$ cat src/rtl/pipe_pkg.sv
package pipe_pkg;

   localparam int OPC_W = 8;

   localparam logic [OPC_W-1:0] OPC_ADD  = 8'h01;
   localparam logic [OPC_W-1:0] OPC_ADDI = 8'h02;
   localparam logic [OPC_W-1:0] OPC_BRZ  = 8'h03;
   localparam logic [OPC_W-1:0] OPC_LD   = 8'h04;
   localparam logic [OPC_W-1:0] OPC_ST   = 8'h05;

   typedef enum logic [2:0] {
      K_NOP,
      K_ADD,
      K_ADDI,
      K_BRZ,
      K_LD,
      K_ST
   } kind_t;

   function automatic kind_t classify(input logic [OPC_W-1:0] opc);
      case (opc)
         OPC_ADD:  return K_ADD;
         OPC_ADDI: return K_ADDI;
         OPC_BRZ:  return K_BRZ;
         OPC_LD:   return K_LD;
         OPC_ST:   return K_ST;
         default:  return K_NOP;
      endcase
   endfunction

   function automatic logic writes_reg(input kind_t k);
      return (k == K_ADD) || (k == K_ADDI) || (k == K_LD);
   endfunction

endpackage

$ cat src/rtl/pipe_fetch.sv
module pipe_fetch
   import pipe_pkg::*;
#(
   parameter int  XLEN  = 32,
   parameter int  REG_W = 4,
   parameter int  IMM_W = 12,
   localparam int ILEN  = OPC_W + 3*REG_W + IMM_W
)(
   input  logic             clk,
   input  logic             rst,
   input  logic             redirect,
   input  logic [XLEN-1:0]  target,
   input  logic [ILEN-1:0]  instr,
   output logic [XLEN-1:0]  pc,
   output logic             lat_v,
   output kind_t            lat_kind,
   output logic [REG_W-1:0] lat_rd,
   output logic [REG_W-1:0] lat_rs1,
   output logic [REG_W-1:0] lat_rs2,
   output logic [IMM_W-1:0] lat_imm,
   output logic [XLEN-1:0]  lat_pc
);
   localparam int RS2_LSB = IMM_W;
   localparam int RS1_LSB = IMM_W + REG_W;
   localparam int RD_LSB  = IMM_W + 2*REG_W;
   localparam int OPC_LSB = IMM_W + 3*REG_W;
   localparam logic [XLEN-1:0] PC_STEP = XLEN'(4);

   logic [XLEN-1:0] pc_q;

   always_ff @(posedge clk) begin
      if (rst) begin
         pc_q     <= '0;
         lat_v    <= 1'b0;
         lat_kind <= K_NOP;
      end else begin
         pc_q     <= redirect ? target : pc_q + PC_STEP;
         lat_v    <= !redirect;
         lat_kind <= redirect ? K_NOP : classify(instr[OPC_LSB +: OPC_W]);
      end
      lat_rd  <= instr[RD_LSB  +: REG_W];
      lat_rs1 <= instr[RS1_LSB +: REG_W];
      lat_rs2 <= instr[RS2_LSB +: REG_W];
      lat_imm <= instr[0 +: IMM_W];
      lat_pc  <= pc_q;
   end

   assign pc = pc_q;

   // the cycle after reset fetches from address zero with an empty latch
   a_r1_cold_start: assert property (@(posedge clk) disable iff (rst)
      $past(rst) |-> (!lat_v && pc_q == '0));

endmodule

$ cat src/rtl/pipe_regfile.sv
module pipe_regfile #(
   parameter int  XLEN    = 32,
   parameter int  NREG    = 16,
   parameter bit  ZERO_R0 = 1'b1,
   localparam int REG_W   = $clog2(NREG)
)(
   input  logic             clk,
   input  logic             we,
   input  logic [REG_W-1:0] waddr,
   input  logic [XLEN-1:0]  wdata,
   input  logic [REG_W-1:0] raddr_a,
   output logic [XLEN-1:0]  rdata_a,
   input  logic [REG_W-1:0] raddr_b,
   output logic [XLEN-1:0]  rdata_b
);
   logic [XLEN-1:0] cells [NREG];
   logic            wr_ok;

   generate
      if (ZERO_R0) begin : g_hard_zero
         assign wr_ok   = we && (waddr != '0);
         assign rdata_a = (raddr_a == '0) ? '0 : cells[raddr_a];
         assign rdata_b = (raddr_b == '0) ? '0 : cells[raddr_b];
      end else begin : g_plain
         assign wr_ok   = we;
         assign rdata_a = cells[raddr_a];
         assign rdata_b = cells[raddr_b];
      end
   endgenerate

   always_ff @(posedge clk) begin
      if (wr_ok) cells[waddr] <= wdata;
   end

endmodule

$ cat src/rtl/pipe_exec.sv
module pipe_exec
   import pipe_pkg::*;
#(
   parameter int XLEN = 32
)(
   input  logic            valid,
   input  kind_t           kind,
   input  logic [XLEN-1:0] opa,
   input  logic [XLEN-1:0] opb,
   input  logic [XLEN-1:0] ofs,
   input  logic [XLEN-1:0] ipc,
   output logic [XLEN-1:0] sum,
   output logic            taken,
   output logic [XLEN-1:0] target
);
   logic [XLEN-1:0] rhs;

   always_comb begin
      // register forms take the second operand slot, memory forms the displacement
      rhs    = (kind == K_ADD || kind == K_ADDI) ? opb : ofs;
      sum    = opa + rhs;
      taken  = valid && (kind == K_BRZ) && (opa == '0);
      target = ipc + ofs;
   end

endmodule

$ cat src/rtl/pipe_core.sv
module pipe_core
   import pipe_pkg::*;
#(
   parameter int  XLEN    = 32,
   parameter int  NREG    = 16,
   parameter int  IMM_W   = 12,
   parameter bit  ZERO_R0 = 1'b1,
   localparam int REG_W   = $clog2(NREG),
   localparam int ILEN    = OPC_W + 3*REG_W + IMM_W
)(
   input  logic            clk,
   input  logic            rst,
   output logic [XLEN-1:0] imem_addr,
   input  logic [ILEN-1:0] imem_rdata,
   output logic [XLEN-1:0] dmem_addr,
   output logic            dmem_we,
   output logic [XLEN-1:0] dmem_wdata,
   input  logic [XLEN-1:0] dmem_rdata
);
   initial begin
      a_cfg_nreg: assert (NREG >= 2 && (1 << REG_W) == NREG)
         else $error("NREG must be a power of two of at least 2");
      a_cfg_imm: assert (IMM_W >= 3 && IMM_W < XLEN)
         else $error("IMM_W must be at least 3 and narrower than XLEN");
      a_cfg_xlen: assert (XLEN >= 8)
         else $error("XLEN must be at least 8");
   end

   // fetch -> operand-read latch
   logic             f_v;
   kind_t            f_kind;
   logic [REG_W-1:0] f_rd, f_rs1, f_rs2;
   logic [IMM_W-1:0] f_imm;
   logic [XLEN-1:0]  f_pc;

   // operand-read -> execute latch
   logic             ofx_v;
   kind_t            ofx_kind;
   logic [REG_W-1:0] ofx_rd;
   logic [XLEN-1:0]  ofx_a, ofx_b, ofx_imm, ofx_pc;

   // execute -> memory latch
   logic             exm_v;
   kind_t            exm_kind;
   logic [REG_W-1:0] exm_rd;
   logic [XLEN-1:0]  exm_res, exm_sdat;

   // memory -> store latch
   logic             mwb_v, mwb_wen;
   logic [REG_W-1:0] mwb_rd;
   logic [XLEN-1:0]  mwb_val;

   logic             br_taken;
   logic [XLEN-1:0]  br_target, ex_sum;
   logic [XLEN-1:0]  rs_a, rs_b, imm_x;

   pipe_fetch #(
      .XLEN  (XLEN),
      .REG_W (REG_W),
      .IMM_W (IMM_W)
   ) u_fetch (
      .clk      (clk),
      .rst      (rst),
      .redirect (br_taken),
      .target   (br_target),
      .instr    (imem_rdata),
      .pc       (imem_addr),
      .lat_v    (f_v),
      .lat_kind (f_kind),
      .lat_rd   (f_rd),
      .lat_rs1  (f_rs1),
      .lat_rs2  (f_rs2),
      .lat_imm  (f_imm),
      .lat_pc   (f_pc)
   );

   pipe_regfile #(
      .XLEN    (XLEN),
      .NREG    (NREG),
      .ZERO_R0 (ZERO_R0)
   ) u_rf (
      .clk     (clk),
      .we      (mwb_wen),
      .waddr   (mwb_rd),
      .wdata   (mwb_val),
      .raddr_a (f_rs1),
      .rdata_a (rs_a),
      .raddr_b (f_rs2),
      .rdata_b (rs_b)
   );

   assign imm_x = {{(XLEN-IMM_W){f_imm[IMM_W-1]}}, f_imm};

   // operand read: source numbers become values, the immediate rides in the
   // second-operand slot for the add-immediate form
   always_ff @(posedge clk) begin
      if (rst) begin
         ofx_v    <= 1'b0;
         ofx_kind <= K_NOP;
      end else begin
         ofx_v    <= f_v && !br_taken;
         ofx_kind <= f_kind;
      end
      ofx_rd  <= f_rd;
      ofx_a   <= rs_a;
      ofx_b   <= (f_kind == K_ADDI) ? imm_x : rs_b;
      ofx_imm <= imm_x;
      ofx_pc  <= f_pc;
   end

   pipe_exec #(
      .XLEN (XLEN)
   ) u_ex (
      .valid  (ofx_v),
      .kind   (ofx_kind),
      .opa    (ofx_a),
      .opb    (ofx_b),
      .ofs    (ofx_imm),
      .ipc    (ofx_pc),
      .sum    (ex_sum),
      .taken  (br_taken),
      .target (br_target)
   );

   always_ff @(posedge clk) begin
      if (rst) begin
         exm_v    <= 1'b0;
         exm_kind <= K_NOP;
      end else begin
         exm_v    <= ofx_v;
         exm_kind <= ofx_kind;
      end
      exm_rd   <= ofx_rd;
      exm_res  <= ex_sum;
      exm_sdat <= ofx_b;
   end

   assign dmem_addr  = exm_res;
   assign dmem_wdata = exm_sdat;
   assign dmem_we    = exm_v && (exm_kind == K_ST);

   always_ff @(posedge clk) begin
      if (rst) begin
         mwb_v   <= 1'b0;
         mwb_wen <= 1'b0;
      end else begin
         mwb_v   <= exm_v;
         mwb_wen <= exm_v && writes_reg(exm_kind);
      end
      mwb_rd  <= exm_rd;
      mwb_val <= (exm_kind == K_LD) ? dmem_rdata : exm_res;
   end

   // sequential fetch steps by one word
   a_r3_pc_step: assert property (@(posedge clk) disable iff (rst)
      !br_taken |=> imem_addr == $past(imem_addr) + XLEN'(4));

   // a taken branch redirects to its own address plus offset
   a_r5_redirect: assert property (@(posedge clk) disable iff (rst)
      br_taken |=> imem_addr == $past(ofx_pc + ofx_imm));

   // both younger stages are empty right after a taken branch
   a_r6_squash: assert property (@(posedge clk) disable iff (rst)
      br_taken |=> (!f_v && !ofx_v));

   // the memory and store stages advance in lock step
   a_r8_lockstep: assert property (@(posedge clk) disable iff (rst)
      1'b1 |=> (mwb_v == $past(exm_v)));

   // a store strobe never coincides with a register write from the same slot
   a_r7_store_no_wb: assert property (@(posedge clk) disable iff (rst)
      dmem_we |=> !mwb_wen);

endmodule

$ cat config.mk
export PLATFORM = sky130hd
export DESIGN_NAME = pipe_core
export DESIGN_NICKNAME = d
export VERILOG_FILES = /design/src/rtl/pipe_pkg.sv /design/src/rtl/pipe_fetch.sv /design/src/rtl/pipe_regfile.sv /design/src/rtl/pipe_exec.sv /design/src/rtl/pipe_core.sv
export SDC_FILE = /design/constraint.sdc
export NUM_CORES = 1
export LEC_CHECK = 0
export CORE_ASPECT_RATIO = 0.75
export CORE_MARGIN = 1.5
export CORE_UTILIZATION = 37
export CTS_BUF_LIST = sky130_fd_sc_hd__clkbuf_8 sky130_fd_sc_hd__clkbuf_16
export DETAILED_ROUTE_END_ITERATION = 10
export DONT_BUFFER_PORTS = 1
export HOLD_SLACK_MARGIN = 0.02
export SYNTH_ARGS = -nofsm -noshare
export SYNTH_HDL_FRONTEND = slang
export SYNTH_SLANG_ARGS = --single-unit
export TNS_END_PERCENT = 5
$ cat constraint.sdc
create_clock -name clk -period 4.2 [get_ports clk]
set_input_delay 0 -clock clk [delete_from_list [all_inputs] [get_ports clk]]
set_output_delay 0 -clock clk [all_outputs]
set_load 0.005 [all_outputs]
### Word-level counts from Yosys, hierarchy flattened

Memories as Yosys holds them, arrays and structs flattened. A register that Yosys moved wholly into a read port is not among the register bits.
Index checks and enable logic that the tools add are counted.

| operators by class | value |
|---|---|
| add/sub/neg operators | 3 |
| eq/ne operators | 13 |
| muxes and demuxes | 8 |
| reductions and logical operators | 15 |

Operators with widths:

| kind | count |
|---|---|
| 2-to-1 mux 32 bit | 5 |
| adder 32 bit | 2 |
| adder 32 x 3 -> 32 bit, second input constant | 1 |
| zero test 32 bit | 1 |
| equality test 8 x 2 -> 1 bit, second input constant | 2 |
| equality test 8 x 3 -> 1 bit, second input constant | 2 |
| one-hot mux 3 bit (5 select lines) | 1 |
| equality test 3 x 2 -> 1 bit, second input constant | 4 |
| equality test 8 x 1 -> 1 bit, second input constant | 1 |
| zero test 4 bit | 2 |
| equality test 3 x 1 -> 1 bit, second input constant | 2 |
| equality test 3 bit, second input constant | 2 |
| logical AND 1 bit | 6 |
| nonzero test 4 bit | 1 |
| logical OR 1 bit | 3 |
| 2-to-1 mux 1 bit | 2 |
| OR reduction 2 bit | 1 |
| zero test 1 bit | 1 |

| word-level totals | value |
|---|---|
| register bits after elaboration | 285 |
| RAM bits | 512 |
| bits of input ports | 66 |
| output and inout port bits | 97 |
| logic and storage cells | 62 |
| memories kept | 1 |

Memory list:

| name | words | bits a word | read ports | clocked after Yosys merged registers in | write ports | RTL line | RTL |
|---|---|---|---|---|---|---|---|
| u_rf.cells | 16 | 32 | 2 | 2 | 1 | pipe_regfile.sv:16 | `logic [XLEN-1:0] cells [NREG];` |

### Longest topological paths before layout

Gate-level depths: netlist of the first run.

| depth | value |
|---|---|
| depth after elaboration | 5 |
| gate-level depth with buffers | 16 |
| mapped depth without buffers | 15 |

### Modules after synthesis

From an unflattened synthesis of the first run, not the netlist that was laid out.

| second synthesis, totals | value |
|---|---|
| cell total of the unflattened synthesis | 2255 |
| area total of the unflattened synthesis | 34065.2 µm² |

By module, submodules not included:

| module | instances | cells each | area an instance (µm²) | sequential area each (µm²) |
|---|---|---|---|---|
| pipe_regfile | 1 | 1169 | 22028.6 | 14413.8 |
| pipe_core | 1 | 314 | 5370.2 | 4504.3 |
| pipe_exec | 1 | 492 | 3676.0 | 0.0 |
| pipe_fetch | 1 | 280 | 2990.4 | 1841.8 |

### Least setup slack after synthesis of the first run

Ideal clock, no wire load.

| path | value |
|---|---|
| kind | reg-to-reg |
| from | register ofx_kind[0] |
| to | register exm_res[29] (netlist: dmem_addr[29]) |
| library setup time | 118 ps |
| data arrival time | 3409 ps |
| required time | 4082 ps |
| setup slack | 673 ps |
| stages on the path, launching flop included | 15 |
| path buffers | 1 |
| period minus slack after synthesis | 3527 ps |
| cells stage by stage | dfxtp_1 -> xnor2_1 -> nor2_1 -> clkbuf_1 -> mux2_2 -> ha_1 -> o21a_1 -> o21a_1 -> nand2_1 -> o211ai_1 -> o31a_1 -> or4_1 -> a31oi_2 -> o221ai_2 -> xnor2_1 |

| on the way | value |
|---|---|
| word-level cells in the longest chain between the ends | 4 |
| elaborated cells on any way between the ends | 5 |
| those cells by class | add/sub: 1; eq/ne: 2; mux: 1; reduce/logical: 1 |

RTL lines:

| element | RTL line | RTL |
|---|---|---|
| start: declaration | pipe_core.sv:38 | `kind_t ofx_kind;` |
| start signal: assignment | pipe_core.sv:102 | `ofx_kind <= f_kind;` |
| equality test 3 x 1 -> 1 bit or equality test 3 x 2 -> 1 bit (tied branches) | pipe_exec.sv:20 | `rhs = (kind == K_ADD \|\| kind == K_ADDI) ? opb : ofs;` |
| logical OR 1 bit (*) | pipe_exec.sv:20 |  |
| 2-to-1 mux 32 bit (*) | pipe_exec.sv:20 |  |
| adder 32 bit (*) | pipe_exec.sv:21 | `sum = opa + rhs;` |
| via ex_sum[29] | pipe_core.sv:54 | `logic [XLEN-1:0] br_target, ex_sum;` |
| end signal: assignment | pipe_core.sv:134 | `exm_res <= ex_sum;` |
| end: declaration | pipe_core.sv:46 | `logic [XLEN-1:0] exm_res, exm_sdat;` |

The timed path passes the listed nets; every way through them passes the cells marked *.
A chain may end at the register's enable or synchronous reset.

### Worst setup path in the final report of the first run

| path | value |
|---|---|
| from | register ofx_kind[1] |
| to | register exm_res[18] (netlist: dmem_addr[18]) |

The elaborated chain is that of the path after synthesis.

==> impl_metrics.env, run 1 <==
export IMPL_hold_path_class="in2reg"
export IMPL_clk_pin_slew_worst_setup_hold_paths_ps=70
export IMPL_grt_usage_pct=19.7
export IMPL_row_count=97
export IMPL_worstSetupEndpointType="flip-flop"
export IMPL_wire_length_of_the_first_global_routing_pass_um=139000
export IMPL_layout_cells_most_common_list="sky130_fd_sc_hd__edfxtp_1 (512), sky130_fd_sc_hd__mux4_2 (320), sky130_fd_sc_hd__dfxtp_1 (309), sky130_fd_sc_hd__dlygate4sd3_1 (97), sky130_fd_sc_hd__clkbuf_16 (88)"
export IMPL_pin_count=163
export IMPL_routabilityCongestion=0.893
export IMPL_final_hold_viol_count=0
export IMPL_ir_worst_vdd_mv=0.287
export IMPL_drt_iter0_markers=2107
export IMPL_synthToLayoutAreaGrowth_pct=16.0
export IMPL_max_cap_violations=0
export IMPL_fmax_ghz=0.267
export IMPL_place_inst=3290
export IMPL_cts_root_to_sink_buffers=3
export IMPL_wl_per_cell_um=26.8
export IMPL_average_vias_per_placed_instance=5.61
export IMPL_cts_buffers=83
export IMPL_crit_required_ps=4770
export IMPL_leakage_uw=0.0142
export IMPL_grt_antenna_before_repair=5
export IMPL_htreeDepth=3
export IMPL_drt_pre_antenna_iters=5
export IMPL_worst_slew_margin_rel_pct=18.7
export IMPL_total_power_uw=19600
export IMPL_unrepaired_setup_endpoints_after_global_routing="no"
export IMPL_final_cells=3543
export IMPL_worst_margin_slew_ps=1220
export IMPL_post_synth_inst_count=2082
export IMPL_power_density_nw_per_um2=481
export IMPL_postCtsSetupBuffers=0
export IMPL_dominantRegCellSynth="sky130_fd_sc_hd__edfxtp_1"
export IMPL_synth_edf_count=512
export IMPL_clock_skew_ps=27.0
export IMPL_root_buffer_cell="sky130_fd_sc_hd__clkbuf_16"
export IMPL_status="finished, final reports clean"
export IMPL_timing_final_crit_share_pct=89.2
export IMPL_clkSinkCount=829
export IMPL_global_route_overflow_total=0
export IMPL_start_util_pct=37.5
export IMPL_crit_arrival_ps=4320
export IMPL_yosys_warnings=0
export IMPL_clock_insertion_delay_worst_skew_ps=650
export IMPL_slew_viol_final=0
export IMPL_fp_dieW_um=359
export IMPL_drt_wl_total_um=95000
export IMPL_async_reset_ff_share_pct=0
export IMPL_yosys_cell_types=77
export IMPL_place_port_buffers=0
export IMPL_crit_path_start_kind="flip-flop"
export IMPL_dr_total_vias=19900
export IMPL_drive_gt1_share_pct=25.9
export IMPL_die_h_um=270
export IMPL_timing_worst_setup_path_type="reg2reg"
export IMPL_tritoncts_clock_tree="built"
export IMPL_finish_net_count=2370
export IMPL_setup_viol_count_final=0
export IMPL_drc=0
export IMPL_grt_max_degree=58
export IMPL_post_synth_instance_area_um2=35100
export IMPL_finalCriticalPeriod_ps=3750
export IMPL_place_hpwl_um=60500
export IMPL_layout_commonest_cell="sky130_fd_sc_hd__edfxtp_1"
export IMPL_core_area_um2=93700
export IMPL_postSynthRegisterBits=829
export IMPL_synth_seq_area_share_pct=61.9
export IMPL_worstPathMaxFanout=13
export IMPL_detail_route_antenna_nets=0
export IMPL_grt_pass1_vias=20200
export IMPL_syn_avg_cell_area_um2=16.9
export IMPL_setup_total_negative_slack_ps=0
export IMPL_floorplan_die_area_um2=96700
[registers in the layout (all words and copies together) (netlist names), 3 cells and up]
signal            count
dmem_addr            32
dmem_wdata           32
exm_kind              3
exm_rd                4
mwb_rd                4
mwb_val              32
ofx_a                32
ofx_b                32
ofx_imm              12
ofx_kind              3
ofx_pc               32
ofx_rd                4
u_fetch.lat_imm      12
u_fetch.lat_kind      3
u_fetch.lat_pc       32
u_fetch.lat_rd        4
u_fetch.lat_rs1       4
u_fetch.lat_rs2       4
u_fetch.pc           32
u_rf.cells          512
[power by group]
part	switching (uW)	total, uW	internal, uW	leakage [uW]
Sequential	905	10500	9620	0.00726
Combinational	766	1630	863	0.00548
Clock	3150	7420	4270	0.00146
[final cells by class]
cell class	instances	area [um2]
inverter	46	173
clock inverter	50	344
multi-input combinational	1130	13000
clock buffer	104	2420
sequential	829	21700
antenna	1	2.50
timing repair buffer	146	1480
fill	8245	53000
tap	1237	1550
[metrics by stage]
stage	area, um2	utilization (%)	hold slack, ps	setup slack (ps)
6_report	40700	43.5	51.8	453
3_5_place_dp	37000	39.5	27.7	500
3_3_place_gp	37000	39.5	27.7	589
2_1_floorplan	35200	-	27.7	673
5_1_grt	40700	43.5	24.7	208
4_1_cts	40700	43.5	20.9	489
[per-layer routing]
layer,share of wire (%),GRT usage (%),up-vias,wire (um)
met4,2.1,4.67,2,2030
met3,7.2,4.02,118,6860
li1,-,-,8602,-
met1,43,27.9,10400,40700
met2,48,31.1,728,45400
met5,0.014,0,-,13
[synthesized netlist by cell type, types with 3 or more instances]
cell	n	area, um2
sky130_fd_sc_hd__a211oi_1	29	218
sky130_fd_sc_hd__ha_1	66	826
sky130_fd_sc_hd__a211oi_2	4	50.1
sky130_fd_sc_hd__o21a_1	9	67.6
sky130_fd_sc_hd__and2_1	3	18.8
sky130_fd_sc_hd__a211o_1	3	26.3
sky130_fd_sc_hd__edfxtp_1	512	15400
sky130_fd_sc_hd__o21ai_1	6	30.0
sky130_fd_sc_hd__and4_1	5	43.8
sky130_fd_sc_hd__nor3b_1	7	52.6
sky130_fd_sc_hd__a21o_1	52	390
sky130_fd_sc_hd__inv_1	46	173
sky130_fd_sc_hd__a31oi_1	3	18.8
sky130_fd_sc_hd__a21oi_2	3	26.3
sky130_fd_sc_hd__xnor2_1	53	464
sky130_fd_sc_hd__mux4_2	320	7210
sky130_fd_sc_hd__dfxtp_1	317	6350
sky130_fd_sc_hd__nor2b_1	51	319
sky130_fd_sc_hd__nand3b_1	3	22.5
sky130_fd_sc_hd__nor3_1	17	85.1
sky130_fd_sc_hd__and3_1	9	56.3
sky130_fd_sc_hd__clkbuf_1	66	248
sky130_fd_sc_hd__nand3_1	15	75.1
sky130_fd_sc_hd__xor2_1	31	272
sky130_fd_sc_hd__o211ai_1	5	37.5
sky130_fd_sc_hd__o21bai_1	5	37.5
sky130_fd_sc_hd__nand4_1	12	75.1
sky130_fd_sc_hd__a21oi_1	53	265
sky130_fd_sc_hd__o21ai_0	65	325
sky130_fd_sc_hd__nor2_1	85	319
sky130_fd_sc_hd__or3b_2	3	26.3
sky130_fd_sc_hd__nand2b_1	11	68.8
sky130_fd_sc_hd__nor4_1	9	56.3
sky130_fd_sc_hd__or3_1	4	25.0
sky130_fd_sc_hd__nand2_1	68	255
sky130_fd_sc_hd__mux2_2	43	484
sky130_fd_sc_hd__buf_2	20	100
sky130_fd_sc_hd__buf_1	21	78.8
[timing repair]
action	4_1_cts	5_1_grt
resized for setup	0	0
endpoints found under the hold margin	101	0
hold buffers	98	0
[path summary, 6_finish.rpt]
path | startpoint | endpoint | slack [ps] | cells after the start
max reg2reg | ofx_kind[1] | dmem_addr[18] | 450 | 15
min reg2reg | u_fetch.lat_rd[1] | ofx_rd[1] | 320 | 0
min | dmem_rdata[18] | mwb_val[18] | 50 | 2
max | ofx_kind[1] | dmem_addr[18] | 450 | 15
[critical path, stage by stage (launching register included)]
cell	delay, ps
sky130_fd_sc_hd__dfxtp_1	320
sky130_fd_sc_hd__xnor2_1	150
sky130_fd_sc_hd__nor2_4	370
sky130_fd_sc_hd__mux2_2	390
sky130_fd_sc_hd__ha_1	230
sky130_fd_sc_hd__inv_1	100
sky130_fd_sc_hd__fa_1	220
sky130_fd_sc_hd__nor2b_1	80
sky130_fd_sc_hd__o211ai_1	250
sky130_fd_sc_hd__a31oi_1	190
sky130_fd_sc_hd__o41ai_2	470
sky130_fd_sc_hd__o21ai_1	210
sky130_fd_sc_hd__a21o_1	220
sky130_fd_sc_hd__a21o_1	170
sky130_fd_sc_hd__a21oi_1	170
sky130_fd_sc_hd__xnor2_1	150
[cell families (layout without fill, tap and decap cells)]
group,count (synthesis),after routing,synth area share (%)
other,1,33,0.0107
and+or+nand+nor,314,314,4.58
muxes,365,365,22.0
buffers and inverters,154,346,1.74
DFF,829,829,61.9
xor gates and xnor gates,84,84,2.10
AOI/OAI and AO/OA,267,267,5.26
adders and majority gates,68,68,2.47
Power figures use the tool's default switching activity.
==> inputs of run 2 (changes only) <==
--- a/config.mk
+++ b/config.mk
@@ -7,11 +7,12 @@
 export LEC_CHECK = 0
 export CORE_ASPECT_RATIO = 0.75
 export CORE_MARGIN = 1.5
-export CORE_UTILIZATION = 37
+export CORE_UTILIZATION = 64
 export CTS_BUF_LIST = sky130_fd_sc_hd__clkbuf_8 sky130_fd_sc_hd__clkbuf_16
 export DETAILED_ROUTE_END_ITERATION = 10
 export DONT_BUFFER_PORTS = 1
 export HOLD_SLACK_MARGIN = 0.02
+export PLACE_DENSITY = 0.8
 export SYNTH_ARGS = -nofsm -noshare
 export SYNTH_HDL_FRONTEND = slang
 export SYNTH_SLANG_ARGS = --single-unit
==> run 2 against run 1 <==
Setup slack lost 78 ps; largest cell class unchanged; sequential share of layout area grew 1.3 points; combinational power shrank 3%; die area shrank 42%; count of clock-buffer cells in the layout shrank 6; critical path depth shrank 3; fmax shrank 2.0%; non-clock buffer count shrank 10; sequential power is essentially flat; critical path type unchanged; flip-flop and latch count is the same; register-to-register slack lost 80 ps; clock power shrank 3.0%.
==> impl_metrics.env, run 2 (synthesis results as in run 1) <==
export IMPL_status="finished, final reports clean"
export IMPL_timing_final_crit_share_pct=91.1
export IMPL_path_cells="ha_1, fa_1, a211oi_1, o21bai_1, a21o_1, a2111oi_4, nor3b_1, o21a_1, o21ai_2, mux2i_1, a211oi_2, dlygate4sd3_1"
export IMPL_drt_iter0_markers=2642
export IMPL_worstSetupEndpointType="flip-flop"
export IMPL_synthToLayoutAreaGrowth_pct=13.4
export IMPL_timing_worst_setup_path_type="reg2reg"
export IMPL_power_frac_seq_pct=54.5
export IMPL_hold_path_class="in2reg"
export IMPL_grt_max_degree=76
export IMPL_setup_total_negative_slack_ps=0
export IMPL_critical_path_reg2reg_startpoint="ofx_imm[0]"
export IMPL_place_port_buffers=0
export IMPL_max_cap_violations=0
export IMPL_root_buffer_cell="sky130_fd_sc_hd__clkbuf_16"
export IMPL_power_share_combinational_pct=8.2
export IMPL_critPathSlowestCell="sky130_fd_sc_hd__dlygate4sd3_1"
export IMPL_place_hpwl_um=56700
export IMPL_setup_viol_count_final=0
export IMPL_wire_length_of_the_first_global_routing_pass_um=136000
export IMPL_largest_register="u_rf.cells"
export IMPL_global_route_overflow_total=0
export IMPL_clock_skew_ps=33.4
export IMPL_layout_commonest_cell="sky130_fd_sc_hd__edfxtp_1"
export IMPL_row_count=74
export IMPL_tritoncts_clock_tree="built"
export IMPL_finish_net_count=2354
export IMPL_crit_reg2reg_capture="u_fetch.pc[16]"
export IMPL_cts_buffers=77
export IMPL_unrepaired_setup_endpoints_after_global_routing="no"
export IMPL_dr_total_vias=20900
export IMPL_wl_per_cell_um=31.0
export IMPL_htreeDepth=3
export IMPL_clock_insertion_delay_worst_skew_ps=640
export IMPL_grt_antenna_before_repair=9
export IMPL_worst_slew_margin_rel_pct=12.8
export IMPL_pin_count=163
export IMPL_grt_usage_pct=34.0
export IMPL_layout_cells_most_common_list="sky130_fd_sc_hd__edfxtp_1 (512), sky130_fd_sc_hd__mux4_2 (320), sky130_fd_sc_hd__dfxtp_1 (309), sky130_fd_sc_hd__dlygate4sd3_1 (88), sky130_fd_sc_hd__clkbuf_16 (82)"
export IMPL_leakage_uw=0.0140
export IMPL_die_h_um=206
export IMPL_net_switching_power_uw=4790
export IMPL_finalCriticalPeriod_ps=3830
export IMPL_final_hold_viol_count=0
export IMPL_drc=0
export IMPL_fp_dieW_um=273
export IMPL_power_share_switching_pct=24.8
export IMPL_core_area_um2=54300
export IMPL_slew_viol_final=0
export IMPL_crit_arrival_ps=4340
export IMPL_fmax_ghz=0.261
export IMPL_grt_pass1_vias=20900
export IMPL_regToRegSetupSlack_ps=370
export IMPL_worst_margin_slew_ps=1300
export IMPL_min_to="mwb_val[9]"
export IMPL_intPower_uw=14500
export IMPL_largest_register_ffs=512
export IMPL_drt_wl_total_um=93300
export IMPL_timing_hold_worst_path_depth=2
export IMPL_crit_path_start_kind="flip-flop"
export IMPL_detail_route_antenna_nets=0
export IMPL_drive_gt1_share_pct=26.1
export IMPL_ir_worst_vdd_mv=0.475
export IMPL_worstPathMaxFanout=3
export IMPL_clockPowerShare_pct=37.3
export IMPL_routabilityCongestion=0.913
export IMPL_post_cts_resized=0
export IMPL_crit_required_ps=4710
export IMPL_hold_slack_ps=42.8
export IMPL_max_stage_delay_ps=600
export IMPL_timing_hold_worst_start="dmem_rdata[9]"
export IMPL_floorplan_die_area_um2=56300
export IMPL_clk_pin_slew_worst_setup_hold_paths_ps=70
export IMPL_antennaDiodeCount=0
export IMPL_clkSinkCount=829
export IMPL_power_density_nw_per_um2=485
export IMPL_total_power_uw=19300
export IMPL_cts_root_to_sink_buffers=3
export IMPL_start_util_pct=64.6
export IMPL_drt_pre_antenna_iters=6
export IMPL_rr_worst_depth=12
export IMPL_average_vias_per_placed_instance=6.94
run 2: worst max path at each step:
stage,start,end,cells past startpoint
finish,ofx_imm[0],u_fetch.pc[16],12
global route,ofx_imm[0],u_fetch.pc[16],12
CTS,ofx_imm[0],u_fetch.pc[16],12
detailed placement,ofx_kind[0],dmem_addr[30],15
global placement,ofx_kind[0],dmem_addr[30],15
floorplan,ofx_kind[0],dmem_addr[29],14
run 2: layer usage:
layer,track usage [%],vias to the layer above,wire (um)
li1,-,8551,-
met3,9.22,223,11000
met5,0,-,26
met4,11.5,4,3290
met2,52.9,1389,44100
met1,47.0,10700,34900
run 2: repair_timing:
| item | in CTS | in global routing |
|---|---|---|
| buffers inserted | 0 | 0 |
| hold buffers | 89 | 0 |
| endpoints found under the hold margin | 101 | 0 |
run 2: power by group through the flow:
| stage | sequential, uW | clock, uW | combinational [uW] |
|---|---|---|---|
| 2_1_floorplan | 10200 | 0 | 1170 |
| 3_3_place_gp | 10600 | 0 | 1440 |
| 3_5_place_dp | 10700 | 0 | 1470 |
| 4_1_cts | 10500 | 7220 | 1560 |
| 5_1_grt | 10600 | 7560 | 1690 |
| 6_report | 10500 | 7200 | 1580 |
run 2: metrics by stage:
step / std cells / cell area, um2 / utilization [%] / worst slack, ps
after floorplan: 2113 / 35200 / - / 673
after global placement: 2774 / 36300 / 66.7 / 677
after detailed placement: 2774 / 36300 / 66.7 / 615
after CTS: 3007 / 39800 / 73.2 / 472
after global routing: 3007 / 39800 / 73.2 / 309
final: 3007 / 39800 / 73.2 / 375
run 2: critical path: cells and delay by family (launching register included):
family          cells  cell delay, ps
flops               1             360
buf+inv             1             600
mux                 1             250
simple gates        1             130
compound gates      7            1640
fa+ha+maj           2             710
run 2: final cells by class:
cell class / instances / area (um2)
Timing Repair Buffer: 136 / 1330
Clock inverter: 46 / 355
Fill cell: 3129 / 14600
Sequential cell: 829 / 21700
Inverter: 46 / 173
Tap cell: 722 / 903
Multi-Input combinational cell: 1130 / 13000
Clock buffer: 98 / 2270
